File: config.mk
export PLATFORM = sky130hd
export DESIGN_NAME = rsp_seq_top
export DESIGN_NICKNAME = d
export VERILOG_FILES = /design/src/rtl/rsp_seq_pkg.sv /design/src/rtl/rsp_exc_latch.sv /design/src/rtl/rsp_phase_fsm.sv /design/src/rtl/rsp_word_enc.sv /design/src/rtl/rsp_seq_top.sv
export SDC_FILE = /design/constraint.sdc
export NUM_CORES = 1
export LEC_CHECK = 0
export CAP_MARGIN = 0
export CORE_AREA = 2 2 39 41
export DETAILED_ROUTE_END_ITERATION = 8
export DIE_AREA = 0 0 41 43
export DONT_BUFFER_PORTS = 1
export GPL_ROUTABILITY_DRIVEN = 0
export PLACE_DENSITY = 0.54
export REMOVE_ABC_BUFFERS = 1
export SYNTH_ARGS = -nofsm -noshare
export SYNTH_HDL_FRONTEND = slang
export SYNTH_SLANG_ARGS = --single-unit
File: constraint.sdc
create_clock -name clk -period 2.15 [get_ports clk]
set_input_delay 0.3225 -clock clk [delete_from_list [all_inputs] [get_ports clk]]
set_output_delay 0.3225 -clock clk [all_outputs]
set_load 0.005 [all_outputs]
File: src/rtl/rsp_seq_pkg.sv
package rsp_seq_pkg;

    localparam int CODE_W = 4;

    typedef enum logic [2:0] {
        PH_IDLE,
        PH_WAIT,
        PH_RUN,
        PH_XFER,
        PH_DONE
    } phase_e;

    localparam logic [CODE_W-1:0] PRIM_NULL      = 4'd0;
    localparam logic [CODE_W-1:0] PRIM_TAKE_EXC  = 4'd1;
    localparam logic [CODE_W-1:0] PRIM_EVAL_XFER = 4'd2;
    localparam logic [CODE_W-1:0] PRIM_DONE      = 4'd3;

endpackage

File: src/rtl/rsp_exc_latch.sv
module rsp_exc_latch (
    input  logic clk,
    input  logic rst,
    input  logic exc_raise,
    input  logic save_ctx,
    output logic pend_d,
    output logic pend_q
);

    typedef struct packed {
        logic pend;
    } latch_s;

    latch_s st_d, st_q;

    // Raise wins over a simultaneous save; acknowledge is deliberately absent.
    always_comb begin
        st_d      = st_q;
        st_d.pend = exc_raise | (st_q.pend & ~save_ctx);
    end

    always_ff @(posedge clk) begin
        if (rst) st_q <= '0;
        else     st_q <= st_d;
    end

    assign pend_d = st_d.pend;
    assign pend_q = st_q.pend;

    p_raise_sets_r6: assert property (@(posedge clk) disable iff (rst)
        exc_raise |=> pend_q);

    p_sticky_r7: assert property (@(posedge clk) disable iff (rst)
        (pend_q && !save_ctx) |=> pend_q);

    p_save_clears_r8: assert property (@(posedge clk) disable iff (rst)
        (save_ctx && !exc_raise) |=> !pend_q);

endmodule

File: src/rtl/rsp_phase_fsm.sv
module rsp_phase_fsm
    import rsp_seq_pkg::*;
#(
    parameter int CW = CODE_W
) (
    input  logic          clk,
    input  logic          rst,
    input  logic          instr_start,
    input  logic          unit_busy,
    input  logic          xfer_ready,
    input  logic          save_ctx,
    input  logic          rsp_rd,
    input  logic [CW-1:0] rd_code,
    output phase_e        phase_d,
    output phase_e        phase_q
);

    typedef struct packed {
        phase_e phase;
    } fsm_s;

    fsm_s st_d, st_q;
    logic rd_take, rd_xfer, rd_done;

    always_comb begin
        rd_take = rsp_rd && (rd_code == CW'(PRIM_TAKE_EXC));
        rd_xfer = rsp_rd && (rd_code == CW'(PRIM_EVAL_XFER));
        rd_done = rsp_rd && (rd_code == CW'(PRIM_DONE));
        st_d    = st_q;
        if (save_ctx) begin
            st_d.phase = PH_IDLE;
        end else begin
            unique case (st_q.phase)
                PH_IDLE: begin
                    if (instr_start) st_d.phase = unit_busy ? PH_WAIT : PH_RUN;
                end
                PH_WAIT: begin
                    if (!unit_busy) st_d.phase = PH_RUN;
                end
                PH_RUN: begin
                    if (rd_take)         st_d.phase = PH_IDLE;
                    else if (xfer_ready) st_d.phase = PH_XFER;
                end
                PH_XFER: begin
                    if (rd_take)      st_d.phase = PH_IDLE;
                    else if (rd_xfer) st_d.phase = PH_DONE;
                end
                PH_DONE: begin
                    if (rd_take || rd_done) st_d.phase = PH_IDLE;
                end
                default: st_d.phase = PH_IDLE;
            endcase
        end
    end

    always_ff @(posedge clk) begin
        if (rst) st_q <= '{phase: PH_IDLE};
        else     st_q <= st_d;
    end

    assign phase_d = st_d.phase;
    assign phase_q = st_q.phase;

    p_xfer_hold_r4: assert property (@(posedge clk) disable iff (rst)
        (phase_q == PH_XFER && !rsp_rd && !save_ctx) |=> phase_q == PH_XFER);

    p_wait_busy_r2: assert property (@(posedge clk) disable iff (rst)
        (phase_q == PH_WAIT && unit_busy && !save_ctx) |=> phase_q == PH_WAIT);

    p_start_ignored_r10: assert property (@(posedge clk) disable iff (rst)
        (phase_q == PH_DONE && !rsp_rd && !save_ctx) |=> phase_q == PH_DONE);

endmodule

File: src/rtl/rsp_word_enc.sv
module rsp_word_enc
    import rsp_seq_pkg::*;
#(
    parameter int RSP_W = 16,
    parameter int CW    = CODE_W
) (
    input  phase_e           phase,
    input  logic             exc_pend,
    output logic [RSP_W-1:0] word
);

    localparam int CA_BIT = RSP_W - 1;
    localparam int IA_BIT = RSP_W - 2;

    generate
        if (RSP_W < CW + 2) begin : g_bad_width
            initial $error("rsp_word_enc: RSP_W too small for flags and code");
        end
    endgenerate

    logic          ca, ia;
    logic [CW-1:0] code;

    always_comb begin
        ca   = 1'b0;
        ia   = 1'b0;
        code = CW'(PRIM_NULL);
        if (phase == PH_WAIT) begin
            ca = 1'b1;
            ia = 1'b1;
        end else if (exc_pend) begin
            code = CW'(PRIM_TAKE_EXC);
        end else begin
            unique case (phase)
                PH_RUN:  begin ca = 1'b1; ia = 1'b1; end
                PH_XFER: begin ca = 1'b1; code = CW'(PRIM_EVAL_XFER); end
                PH_DONE: code = CW'(PRIM_DONE);
                default: code = CW'(PRIM_NULL);
            endcase
        end
        word         = '0;
        word[CA_BIT] = ca;
        word[IA_BIT] = ia;
        word[CW-1:0] = code;
    end

endmodule

File: src/rtl/rsp_seq_top.sv
module rsp_seq_top
    import rsp_seq_pkg::*;
#(
    parameter int RSP_W = 16
) (
    input  logic             clk,
    input  logic             rst,
    input  logic             instr_start,
    input  logic             unit_busy,
    input  logic             xfer_ready,
    input  logic             exc_raise,
    input  logic             ack_wr,
    input  logic             save_ctx,
    input  logic             rsp_rd,
    output logic [RSP_W-1:0] rsp_word
);

    localparam int CW = CODE_W;

    typedef struct packed {
        logic [RSP_W-1:0] word;
    } top_s;

    top_s   st_d, st_q;
    phase_e phase_d, phase_q;
    logic   pend_d, pend_q;
    logic [RSP_W-1:0] enc_word;

    rsp_exc_latch u_exc (
        .clk       (clk),
        .rst       (rst),
        .exc_raise (exc_raise),
        .save_ctx  (save_ctx),
        .pend_d    (pend_d),
        .pend_q    (pend_q)
    );

    rsp_phase_fsm #(.CW(CW)) u_fsm (
        .clk         (clk),
        .rst         (rst),
        .instr_start (instr_start),
        .unit_busy   (unit_busy),
        .xfer_ready  (xfer_ready),
        .save_ctx    (save_ctx),
        .rsp_rd      (rsp_rd),
        .rd_code     (st_q.word[CW-1:0]),
        .phase_d     (phase_d),
        .phase_q     (phase_q)
    );

    rsp_word_enc #(.RSP_W(RSP_W), .CW(CW)) u_enc (
        .phase    (phase_d),
        .exc_pend (pend_d),
        .word     (enc_word)
    );

    always_comb begin
        st_d      = st_q;
        st_d.word = enc_word;
    end

    always_ff @(posedge clk) begin
        if (rst) st_q <= '0;
        else     st_q <= st_d;
    end

    assign rsp_word = st_q.word;

    p_exc_first_r6: assert property (@(posedge clk) disable iff (rst)
        (pend_q && phase_q != PH_WAIT) |-> rsp_word[CW-1:0] == CW'(PRIM_TAKE_EXC));

    p_null_read_keeps_r3: assert property (@(posedge clk) disable iff (rst)
        (rsp_rd && rsp_word[CW-1:0] == CW'(PRIM_NULL) && phase_q != PH_IDLE
         && phase_q != PH_WAIT && !xfer_ready && !exc_raise && !save_ctx)
        |=> $stable(rsp_word));

    p_ack_no_effect_r7: assert property (@(posedge clk) disable iff (rst)
        (ack_wr && phase_q != PH_WAIT && !instr_start && !xfer_ready && !exc_raise
         && !save_ctx && !rsp_rd) |=> $stable(rsp_word));

endmodule

Yosys cells after proc, flatten, opt, wreduce, memory -nomap -nowiden --
Cells that the tools add are included.
Storage, ports and cells: register bits 18, bits of input ports 9, output and inout port bits 16, word-level logic and storage cells 46
Cells by class: eq/ne operators 11, mux-type cells 18, bitwise gates (word level) 3, reductions and logical operators 8
Operators by type and width (number):
- 3-bit 2-to-1 mux | 8
- 3-bit case mux with 5 select lines | 1
- 3-bit by 2-bit equality test with 1-bit output, second input constant | 4
- 1-bit 2-to-1 mux | 7
- 3-bit by 1-bit equality test with 1-bit output, second input constant | 2
- 3-bit equality test, second input constant | 2
- 2-bit equality test, second input constant | 2
- 2-bit case mux with 2 select lines | 1
- 2-bit OR reduction | 2
- 1-bit logical AND | 3
- 3-bit zero test | 1
- 3-bit OR reduction | 1
- 2-bit by 1-bit equality test with 1-bit output, second input constant | 1
- 2-bit 2-to-1 mux | 1
- 1-bit bitwise AND | 1
- 1-bit logical OR | 1
- 1-bit inverter | 1
- 1-bit bitwise OR | 1

Depth between registers and ports, before layout --
Gate-level depths: netlist of the first run.
word-level depth 11, mapped depth 4, gate-level depth less buffers 4

Cells and area by module --
A second synthesis of the first run with hierarchy kept.
Second synthesis, totals: cells, all modules 90, area total of the unflattened synthesis 934.6 µm²
By module, submodules not included:
- rsp_seq_top | instances 1, cells an instance 33, area an instance 464.2 µm², sequential area each 320.3 µm²
- rsp_phase_fsm | instances 1, cells an instance 25, area an instance 242.7 µm², sequential area each 60.1 µm²
- rsp_word_enc | instances 1, cells an instance 27, area an instance 177.7 µm², sequential area each 0.0 µm²
- rsp_exc_latch | instances 1, cells an instance 5, area an instance 50.0 µm², sequential area each 20.0 µm²

Worst setup path after synthesis of the first run --
No wires, ideal clock.
kind flip-flop to flip-flop, from register u_fsm.st_q (netlist bit u_fsm.phase_q[0]), to register u_fsm.st_q (netlist bit u_fsm.phase_q[0]), setup time 0.066 ns, data arrival time 0.976 ns, required time 2.084 ns, path slack 1.108 ns, stages on the path, launching flop included 4, path buffers 0, period minus slack after synthesis 1.042 ns, cell sequence dfxtp_1 o21a_2 or3_4 a21oi_2
Between the ends: longest elaborated chain between the ends 4, elaborated cells between the ends (all ways) 14, classes of those cells eq/ne (4); mux (9); reduce/logical (1)
RTL lines:
- start, declared | RTL line rsp_phase_fsm.sv:22 | fsm_s st_d, st_q;
- start signal, assigned | RTL line rsp_phase_fsm.sv:57 | if (rst) st_q <= '{phase: PH_IDLE};
- start signal, assigned | RTL line rsp_phase_fsm.sv:58 | else st_q <= st_d;
- 3-bit 2-to-1 mux (on tied branches) | RTL line rsp_phase_fsm.sv:46, rsp_phase_fsm.sv:42
- 3-bit 2-to-1 mux (on tied branches) | RTL line rsp_phase_fsm.sv:45, rsp_phase_fsm.sv:41
- 3-bit case mux with 5 select lines (*) | RTL line rsp_phase_fsm.sv:33 | unique case (st_q.phase)
- 3-bit 2-to-1 mux (*) | RTL line rsp_phase_fsm.sv:30 | if (save_ctx) begin
Mark *: on every way between the ends. The rest lies on a longest branch, timed or not. A chain may end at the register's enable or synchronous reset.

Worst setup path after layout of the first run --
from register st_q (netlist bit rsp_word[0]), to register st_q (netlist bit rsp_word[1])
Between the ends: longest elaborated chain between the ends 8, elaborated cells between the ends (all ways) 18, classes of those cells eq/ne (6); mux (7); reduce/logical (5)
RTL lines:
- start, declared | RTL line rsp_seq_top.sv:24 | top_s st_d, st_q;
- start signal, assigned | RTL line rsp_seq_top.sv:64 | else st_q <= st_d;
- 2-bit equality test (tied with other cells) | RTL line rsp_phase_fsm.sv:27 | rd_xfer = rsp_rd && (rd_code == CW'(PRIM_EVAL_XFER));
- 1-bit logical AND (on tied branches) | RTL line rsp_phase_fsm.sv:27, rsp_phase_fsm.sv:26, rsp_phase_fsm.sv:28
- 3-bit 2-to-1 mux / 1-bit logical OR (equally long branches) | RTL line rsp_phase_fsm.sv:46, rsp_phase_fsm.sv:49
- 3-bit 2-to-1 mux (on tied branches) | RTL line rsp_phase_fsm.sv:45, rsp_phase_fsm.sv:49
- 3-bit case mux with 5 select lines (*) | RTL line rsp_phase_fsm.sv:33
- 3-bit 2-to-1 mux (*) | RTL line rsp_phase_fsm.sv:30
- 3-bit equality test (tied with other cells) | RTL line rsp_word_enc.sv:34 | unique case (phase)
- 2-bit case mux with 2 select lines / 3-bit OR reduction (equally long branches)
Marks and branches as above.

==> flow_summary_export.csv, run 1 <==
group,metric,value,unit
status,status,"complete, no violations",
global_route,grt_pass1_wl,1.559,mm
hold_path,min_from,"rst",
sta,hold_ws,136.2,ps
drt,drtAntennaViolNets,0,
critical_path,worstPathArrival,1390,ps
global_route,antenna_found_initial,0,
run,maxCapViolations,0,
drt,route.detailed.drc,0,
die,rows,14,
power,finalPower,310.7,µW
critical_path,critPathLaunchType,"flip-flop",
critical_path,slowest_stage,"dfxtp_1",
logic_synthesis,syn_area,505.5,µm²
hold_path,min_path_type,"in2reg",
clocking,cts_made_buffers,3,
drt,drt_wl_total,897,µm
place,place.port_buffers,0,
logic_synthesis,yosysWarnings,0,
sta,max_freq,836.2,MHz
critical_path,worst_setup_path_end_kind,"flip-flop",
drt,drt_iter0_drc,5,
hold_path,min_to,"rsp_word[0]",
drt,detail_route.wl_per_cell,11.35,µm
hold_path,holdPathStages,1,
critical_path,r2r-end,"rsp_word[1]",
global_route,grt_util_met3,0.04712,
sta,finClkSkew,8.906,ps
layout,antenna-diode-count,0,
global_route,gr-usage-met2,0.1875,
die,die_width,41,µm
power,power_density,622.3,mW/mm²
sta,setup-tns-final,0,ps
logic_synthesis,yosys.area.top_type_share,0.3168,
global_route,overflow,0,
sta,period_minus_slack,1196,ps
clocking,cts_max_level,1,
die,initial_utilization,0.3653,
sta,grt_setup_unrepaired,"false",
logic_synthesis,synth_cell_type_count,25,
logic_synthesis,synth_cells,61,
critical_path,critPathKind,"reg2reg",
critical_path,rrSetupSlack,950,ps
global_route,grt_util_met1,0.1498,
drt,vias_per_cell,4.911,
global_route,grt_max_degree,8,
place,dpl.hpwl,709.8,µm
layout,area_growth,-1.238,%
power,leakagePower,0.2176,nW
drt,vias,388,
die,core_area,0.001384,mm²
global_route,grt.busiest_layer,"met2",
sta,finalSetupViolCount,0,
critical_path,cp_cell_sequence,"and3b_1 -> o21ai_2 -> nand3b_1 -> a21oi_1",
clocking,ctsLongestPathBuffers,2,
logic_synthesis,ys_seq_area_frac,0.3168,
layout,drive_above_1_share,0.1905,
critical_path,critPathMaxStageDelay,420,ps
logic_synthesis,synthTopCellsByArea,"dfxtp_1 32%, buf_4 18%, a21oi_1 5.9%",
die,dieArea,0.001763,mm²
clocking,cts_root_buffer,"clkbuf_4",
clocking,ctsResizeCount,0,
die,ios,25,
logic_synthesis,synth_top_cell_by_area,"dfxtp_1",
clocking,cts_tree,"done",
clocking,clock-sinks,8,
logic_synthesis,synth-seq-cells,8,
clocking,ctsHoldBuffers,0,
layout,nNetsFinal,74,
critical_path,timing.rr.start,"rsp_word[0]",
drt,dr.pass1.iters,4,
critical_path,crit_required,2340,ps
critical_path,rr_worst_depth,4,
global_route,grt_pass1_vias,374,
clocking,cts_setup_buffers,0,
global_route,grt_usage,0.1341,
logic_synthesis,synth_area_per_cell,8.287,µm²
critical_path,worstPathMaxFanout,5,
sta,min_period_over_period,0.5562,
clocking,clkLatencyLatePin,260,ps
sta,slew_viol_final,0,
clocking,path_clk_slew,60,ps
power,peakVddDrop,279.9,µV
die,die_y,43,µm
sta,hold_viol_final,0,
placed cells by master, fill, tap and decap left out, types with 2 or more instances in the layout:
cell	count
dfxtp_1	8
a21oi_2	2
conb_1	12
a21oi_1	6
clkbuf_4	3
nor3_2	3
nor2_1	6
nand2_1	5
nand3_1	2
cell usage after synthesis:
library cell,instances
nor2_1,6
o21ai_0,1
and3b_1,1
conb_1,1
inv_1,1
a31o_1,1
a41o_1,1
nand3b_1,1
o211a_1,1
o21a_2,1
dfxtp_1,8
a21oi_1,6
nor2b_1,1
nand2_1,5
xnor2_1,1
nand3_1,2
buf_4,12
o21ai_2,1
nor4_1,1
inv_2,1
nor3_2,3
and2b_1,1
o211ai_1,1
a21oi_2,2
or3_4,1
where the power goes:
| group | switching, mW | internal (mW) | total [mW] | leakage, nW |
|---|---|---|---|---|
| clock network | 0.0522 | 0.0640 | 0.116 | 0.0138 |
| logic | 0.0213 | 0.0138 | 0.0350 | 0.138 |
| registers | 0.00541 | 0.154 | 0.159 | 0.0654 |
| total | 0.0789 | 0.232 | 0.311 | 0.218 |
stage by stage:
stage	instances	util	worst slack (ps)	area, µm²
after floorplan	60	-	1108	456.7
after global placement	76	0.3445	941.5	476.7
after detailed placement	76	0.3445	954.4	476.7
after CTS	79	0.3608	946.2	499.2
after global routing	79	0.3608	875.7	499.2
final	79	0.3608	954.1	499.2
logic make-up (layout without fill, tap and decap cells):
kind of cell | Yosys count | count (layout) | synth area share
AO/OA/AOI/OAI | 15 | 15 | 0.2104
XOR/XNOR | 1 | 1 | 0.01733
buffers and inverters | 14 | 5 | 0.1931
flip-flops | 8 | 8 | 0.3168
other | 1 | 12 | 0.007419
AND/OR/NAND/NOR | 22 | 22 | 0.2550
metal layers:
metal  vias to the layer above  share of wire
met5                         -              0
met4                         0          0.038
met3                         4           0.11
met2                        24           0.44
met1                       168           0.41
li1                        192              -
worst max path at each step:
stage | startpoint | end | depth (start not counted)
3_5_place_dp | rsp_word[0] | rsp_word[1] | 4
2_1_floorplan | u_fsm.phase_q[0] | u_fsm.phase_q[0] | 3
6_report | rsp_word[0] | rsp_word[1] | 4
4_1_cts | rsp_word[0] | rsp_word[1] | 4
3_3_place_gp | rsp_word[0] | rsp_word[1] | 4
5_1_grt | rsp_word[0] | rsp_word[1] | 4
sequential cells by signal, summed over array words and instances, names as in the netlist:
signal         count
u_exc.pend_q       1
u_fsm.phase_q      3
rsp_word           4
critical path: cells and delay by family, from the launching register on:
family          cells  cell delay [ps]
simple gates        2              380
flops               1              420
compound gates      2              340
area by class of cell:
type / instances / area (µm²)
Fill cell: 161 / 884.6
Multi-Input combinational cell: 50 / 289.0
Sequential cell: 8 / 160.2
Clock buffer: 3 / 22.52
Tap cell: 16 / 20.02
Inverter: 2 / 7.507
Power figures use the tool's default switching activity.
==> run 2: changes to the inputs <==
--- a/config.mk
+++ b/config.mk
@@ -11,7 +11,7 @@
 export DIE_AREA = 0 0 41 43
 export DONT_BUFFER_PORTS = 1
 export GPL_ROUTABILITY_DRIVEN = 0
-export PLACE_DENSITY = 0.54
+export PLACE_DENSITY = 0.56
 export REMOVE_ABC_BUFFERS = 1
 export SYNTH_ARGS = -nofsm -noshare
 export SYNTH_HDL_FRONTEND = slang
==> constraint.sdc (replaced) <==
create_clock -name clk -period 1 [get_ports clk]
set_input_delay 0.15 -clock clk [delete_from_list [all_inputs] [get_ports clk]]
set_output_delay 0.15 -clock clk [all_outputs]
set_load 0.005 [all_outputs]
==> run 2 against run 1 <==
  * Largest cell class unchanged
  * First-iteration DRC count decreased by 40%
  * Hold slack got worse by 91 ps
  * Fmax increased by 7.9%
  * Highest routed layer unchanged
  * The run now ends with setup timing left
  * Non-clock buffer count increased by 11
  * Total power increased by 130%
  * Clock skew decreased by 6.2 ps
  * Worst setup slack got worse by 1100 ps
  * Via count increased by 13%
  * Register-to-register slack got worse by 1100 ps
==> flow_summary_export.csv, run 2 (synthesized netlist as in run 1, its figures left out) <==
group,metric,value,unit
sta,finalSetupViolCount,7,
run,maxCapViolations,0,
power,leakagePower,0.2776,nW
hold_path,min_to,"rsp_word[14]",
critical_path,slowest_stage,"dfxtp_4",
critical_path,rrSetupSlack,-110,ps
hold_path,holdPathStages,2,
critical_path,critPathLaunchType,"flip-flop",
drt,vias_per_cell,4.878,
sta,max_freq,902.6,MHz
sta,grt_setup_unrepaired,"true",
critical_path,worst_setup_path_end_kind,"flip-flop",
clocking,clock-sinks,8,
clocking,path_clk_slew,50,ps
hold_path,min_path_type,"in2reg",
critical_path,rr_worst_depth,3,
drt,drtAntennaViolNets,0,
global_route,grt_usage,0.1288,
global_route,overflow,0,
drt,detail_route.wl_per_cell,11.03,µm
sta,period_minus_slack,1108,ps
layout,area_growth,27.23,%
critical_path,crit_required,1190,ps
die,core_area,0.001384,mm²
clocking,cts_root_buffer,"clkbuf_4",
critical_path,critPathMaxStageDelay,360,ps
critical_path,worstPathArrival,1300,ps
layout,mostFrequentLayoutCells,"12 x conb_1, 8 x buf_4, 5 x a21oi_2, 5 x nand2_1",
critical_path,cp_cell_sequence,"o21a_2 -> or3_4 -> a21oi_2",
layout,design_area,643.1,µm²
die,initial_utilization,0.3653,
global_route,grt_pass1_wl,1.455,mm
sta,setup-tns-final,-541.3,ps
power,finalPower,708.6,µW
place,dpl.hpwl,736.7,µm
sta,slew_viol_final,0,
critical_path,r2r-end,"u_fsm.phase_q[0]",
global_route,antenna_found_initial,0,
status,failed_checks,"setup timing",
die,die_width,41,µm
critical_path,timing.rr.start,"u_fsm.phase_q[0]",
clocking,ctsLongestPathBuffers,2,
clocking,cts_made_buffers,3,
power,peakVddDrop,621.6,µV
critical_path,critPathKind,"reg2reg",
status,status,"complete, but fails checks",
die,ios,25,
hold_path,min_from,"unit_busy",
drt,dr.pass1.iters,2,
drt,route.detailed.drc,0,
die,rows,14,
drt,drt_wl_total,993,µm
place,place.port_buffers,0,
global_route,grt_max_degree,8,
power,power_density,1102,mW/mm²
layout,drive_above_1_share,0.5000,
critical_path,worstPathMaxFanout,6,
critical_path,path_delay_family,"flip-flops",
layout,nNetsFinal,85,
layout,largest_register_ffs,4,
clocking,cts_tree,"done",
clocking,cts_max_level,1,
sta,hold_viol_final,0,
place,post-place-ws,-123.8,ps
sta,setup_slack,-107.9,ps
place,place_area,536.8,µm²
die,die_y,43,µm
die,dieArea,0.001763,mm²
clocking,clkLatencyLatePin,250,ps
sta,min_period_over_period,1.108,
layout,mostFrequentLayoutCell,"conb_1",
critical_path,critPathBufInv,0,
sta,finClkSkew,2.690,ps
layout,final_util,0.4647,
drt,drt_iter0_drc,3,
drt,vias,439,
global_route,grt_pass1_vias,363,
layout,antenna-diode-count,0,
==> run 2: changes by cell type in the layout (fill, tap and decap cells not counted), moves of 2 or more <==
cell,previous run,this run
nor2_1,6,2
dfxtp_4,0,3
dfxtp_1,8,3
buf_6,0,2
a21oi_2,2,5
dfxtp_2,0,2
buf_4,0,8
nor2_2,0,3
a21oi_1,6,3
==> run 2: power breakdown <==
part	internal, mW	switching [mW]
registers	0.327	0.0114
logic	0.0638	0.0604
clock network	0.137	0.109
total	0.528	0.181
==> run 2: cell type report <==
type | instances | area [µm²]
Clock buffer | 3 | 22.52
Fill cell | 148 | 740.7
Inverter | 2 | 7.507
Multi-Input combinational cell | 50 | 326.6
Sequential cell | 8 | 173.9
Tap cell | 16 | 20.02
Timing Repair Buffer | 11 | 92.59
==> run 2: timing repair <==
action	in CTS	in global routing
hold buffers	1	0
gates cloned	0	0
pin swaps	9	2
gates resized for setup	11	10
endpoints found under the setup margin	8	8
hold endpoints to repair	2	0
setup buffers	2	0
==> run 2: metal layers <==
layer | track usage | part of all wire
met5 | 0 | 0
met4 | 0.1200 | 0.043
met3 | 0.03141 | 0.077
met2 | 0.1750 | 0.44
met1 | 0.1553 | 0.44
==> run 2: metrics by stage <==
step	instances	hold WS [ps]
floorplan	60	219.1
global placement	84	224.1
detailed placement	84	223.6
CTS	90	31.16
global route	90	36.90
finish	90	45.52
==> run 2: worst max-delay path by stage <==
stage	startpoint	to	depth (start not counted)
3_3_place_gp	u_fsm.phase_q[0]	u_fsm.phase_q[0]	3
4_1_cts	u_fsm.phase_q[1]	u_fsm.phase_q[2]	3
3_5_place_dp	u_fsm.phase_q[0]	u_fsm.phase_q[2]	3
5_1_grt	u_fsm.phase_q[0]	u_fsm.phase_q[0]	3
2_1_floorplan	u_fsm.phase_q[0]	u_fsm.phase_q[0]	3
6_report	u_fsm.phase_q[0]	u_fsm.phase_q[0]	3
==> run 3: changes to the inputs <==
==> constraint.sdc (replaced) <==
create_clock -name clk -period 1 [get_ports clk]
set_input_delay 0.05 -clock clk [delete_from_list [all_inputs] [get_ports clk]]
set_output_delay 0.05 -clock clk [all_outputs]
set_load 0.005 [all_outputs]
==> run 3 against run 2 <==
  * The run ends with hold timing, setup timing left
  * Fmax increased by 2.2%
  * Via count shrank 3.6%
  * Total power fell by 0.82%
  * Combinational power down 7%
  * Worst setup slack improved by 24 ps
  * Non-clock buffer count is 1 higher
  * First-iteration DRC count grew to 3.0 times the previous value
  * Flip-flop and latch count did not move
  * Die area is the same
==> flow_summary_export.csv, run 3 (synthesized netlist as in run 1, its figures left out) <==
group,metric,value,unit
status,status,"complete, but fails checks",
status,failed_checks,"hold timing, setup timing",
global_route,antenna_found_initial,0,
sta,grt_setup_unrepaired,"true",
sta,max_freq,922.6,MHz
sta,slew_viol_final,0,
power,leakagePower,0.2789,nW
global_route,grt_usage,0.1280,
layout,mostFrequentLayoutCell,"conb_1",
drt,route.detailed.drc,0,
global_route,grt_max_degree,8,
clocking,clock-sinks,8,
die,core_area,0.001384,mm²
critical_path,crit_end,"u_fsm.phase_q[0]",
critical_path,worstPathArrival,1270,ps
layout,mostFrequentLayoutCells,"12 x conb_1, 9 x buf_4, 5 x a21oi_1",
sta,finalSetupViolCount,7,
sta,setup_slack,-83.93,ps
clocking,path_clk_slew,50,ps
drt,drtAntennaViolNets,0,
critical_path,r2r-end,"u_fsm.phase_q[0]",
layout,nFillCells,144,
sta,hold_viol_final,6,
clocking,cts_root_buffer,"clkbuf_4",
place,place.port_buffers,0,
die,rows,14,
drt,vias_per_cell,4.648,
sta,finClkSkew,1.607,ps
power,finalPower,702.8,µW
run,maxCapViolations,0,
layout,final_util,0.4521,
sta,min_period_over_period,1.084,
layout,ff_latch_area,170.2,µm²
clocking,cts_made_buffers,3,
critical_path,slowest_stage,"dfxtp_2",
clocking,ctsHoldBuffers,3,
critical_path,crit_required,1190,ps
global_route,grt_pass1_wl,1.497,mm
critical_path,critPathLaunchType,"flip-flop",
critical_path,path_delay_family,"flip-flops",
die,ios,25,
critical_path,timing.rr.start,"u_fsm.phase_q[0]",
layout,area_growth,23.76,%
layout,largest_register_ffs,4,
drt,drt_iter0_drc,9,
place,post-place-ws,-114.5,ps
critical_path,rr_worst_depth,3,
layout,drive_above_1_share,0.4000,
die,die_y,43,µm
critical_path,critPathMaxStageDelay,350,ps
critical_path,cp_cell_sequence,"o21a_2 -> or3_4 -> a21oi_2",
clocking,cts_max_level,1,
layout,nNetsFinal,86,
global_route,overflow,0,
clocking,clkLatencyLatePin,260,ps
sta,hold_ws,-53.02,ps
critical_path,critPathKind,"reg2reg",
place,dpl.hpwl,728.2,µm
clocking,cts_tree,"done",
critical_path,crit_start,"u_fsm.phase_q[0]",
global_route,grt_pass1_vias,371,
sta,period_minus_slack,1084,ps
power,power_density,1123,mW/mm²
hold_path,min_path_type,"in2reg",
drt,dr.pass1.iters,4,
layout,antenna-diode-count,0,
drt,vias,423,
die,dieArea,0.001763,mm²
layout,multi_input_area,307.8,µm²
critical_path,rrSetupSlack,-80,ps
critical_path,worstPathMaxFanout,6,
critical_path,critPathBufInv,0,
power,peakVddDrop,668.4,µV
sta,setup-tns-final,-387.3,ps
hold_path,min_from,"save_ctx",
critical_path,cp.depth,3,
clocking,ctsLongestPathBuffers,2,
drt,detail_route.wl_per_cell,11.08,µm
die,initial_utilization,0.3653,
critical_path,worst_setup_path_end_kind,"flip-flop",
drt,drt_wl_total,1.008,mm
die,die_width,41,µm
[run 3: changes by cell type in the layout (fill, tap and decap cells not counted), moves of 2 or more]
cell / before / now
a21oi_1: 3 / 5
a21oi_2: 5 / 3
buf_6: 2 / 0
dlygate4sd3_1: 1 / 3
nor2_1: 2 / 4
[run 3: metrics by stage]
step / cell area [µm²] / std cells
after global placement: 521.8 / 82
after CTS: 589.3 / 89
after floorplan: 456.7 / 60
final: 625.6 / 91
after detailed placement: 521.8 / 82
after global routing: 625.6 / 91
[run 3: where the power goes]
| group | internal, mW | switching [mW] | total, mW |
|---|---|---|---|
| combinational | 0.0536 | 0.0610 | 0.115 |
| sequential | 0.329 | 0.0108 | 0.340 |
| clock | 0.137 | 0.111 | 0.248 |
[run 3: worst reg2reg max path: stages, from the launching register on]
cell and delay [ps]:
dfxtp_2 350, o21a_2 220, or3_4 350, a21oi_2 100
[run 3: timing repair]
action	CTS	global route
resized for setup	5	8
endpoints found under the setup margin	7	7
pin swaps	3	4
buffers inserted	1	2
hold endpoints to repair	7	4
cloned	0	0
[run 3: layout make-up]
class                   count  share of cell area
repair buffers             12              0.1560
well taps                  16             0.03200
multi-input cells          50              0.4920
flip-flops and latches      8              0.2720
inverters                   2             0.01200
clock buffers               3             0.03600
[run 3: worst min path at each step]
stage                   endpoint  slack [ps]  cells past startpoint
floorplan            rsp_word[0]         120                      1
global placement    u_exc.pend_q         120                      1
detailed placement   rsp_word[0]         120                      1
CTS                  rsp_word[1]         -60                      3
global route         rsp_word[1]         -40                      3
finish               rsp_word[1]         -50                      3
[run 3: per-layer routing]
metal,share of wire,GRT usage,up-vias
met4,0.019,0.08000,0
met3,0.083,0.03141,3
li1,-,-,215
met2,0.47,0.1875,20
met5,0,0,-
met1,0.43,0.1596,185
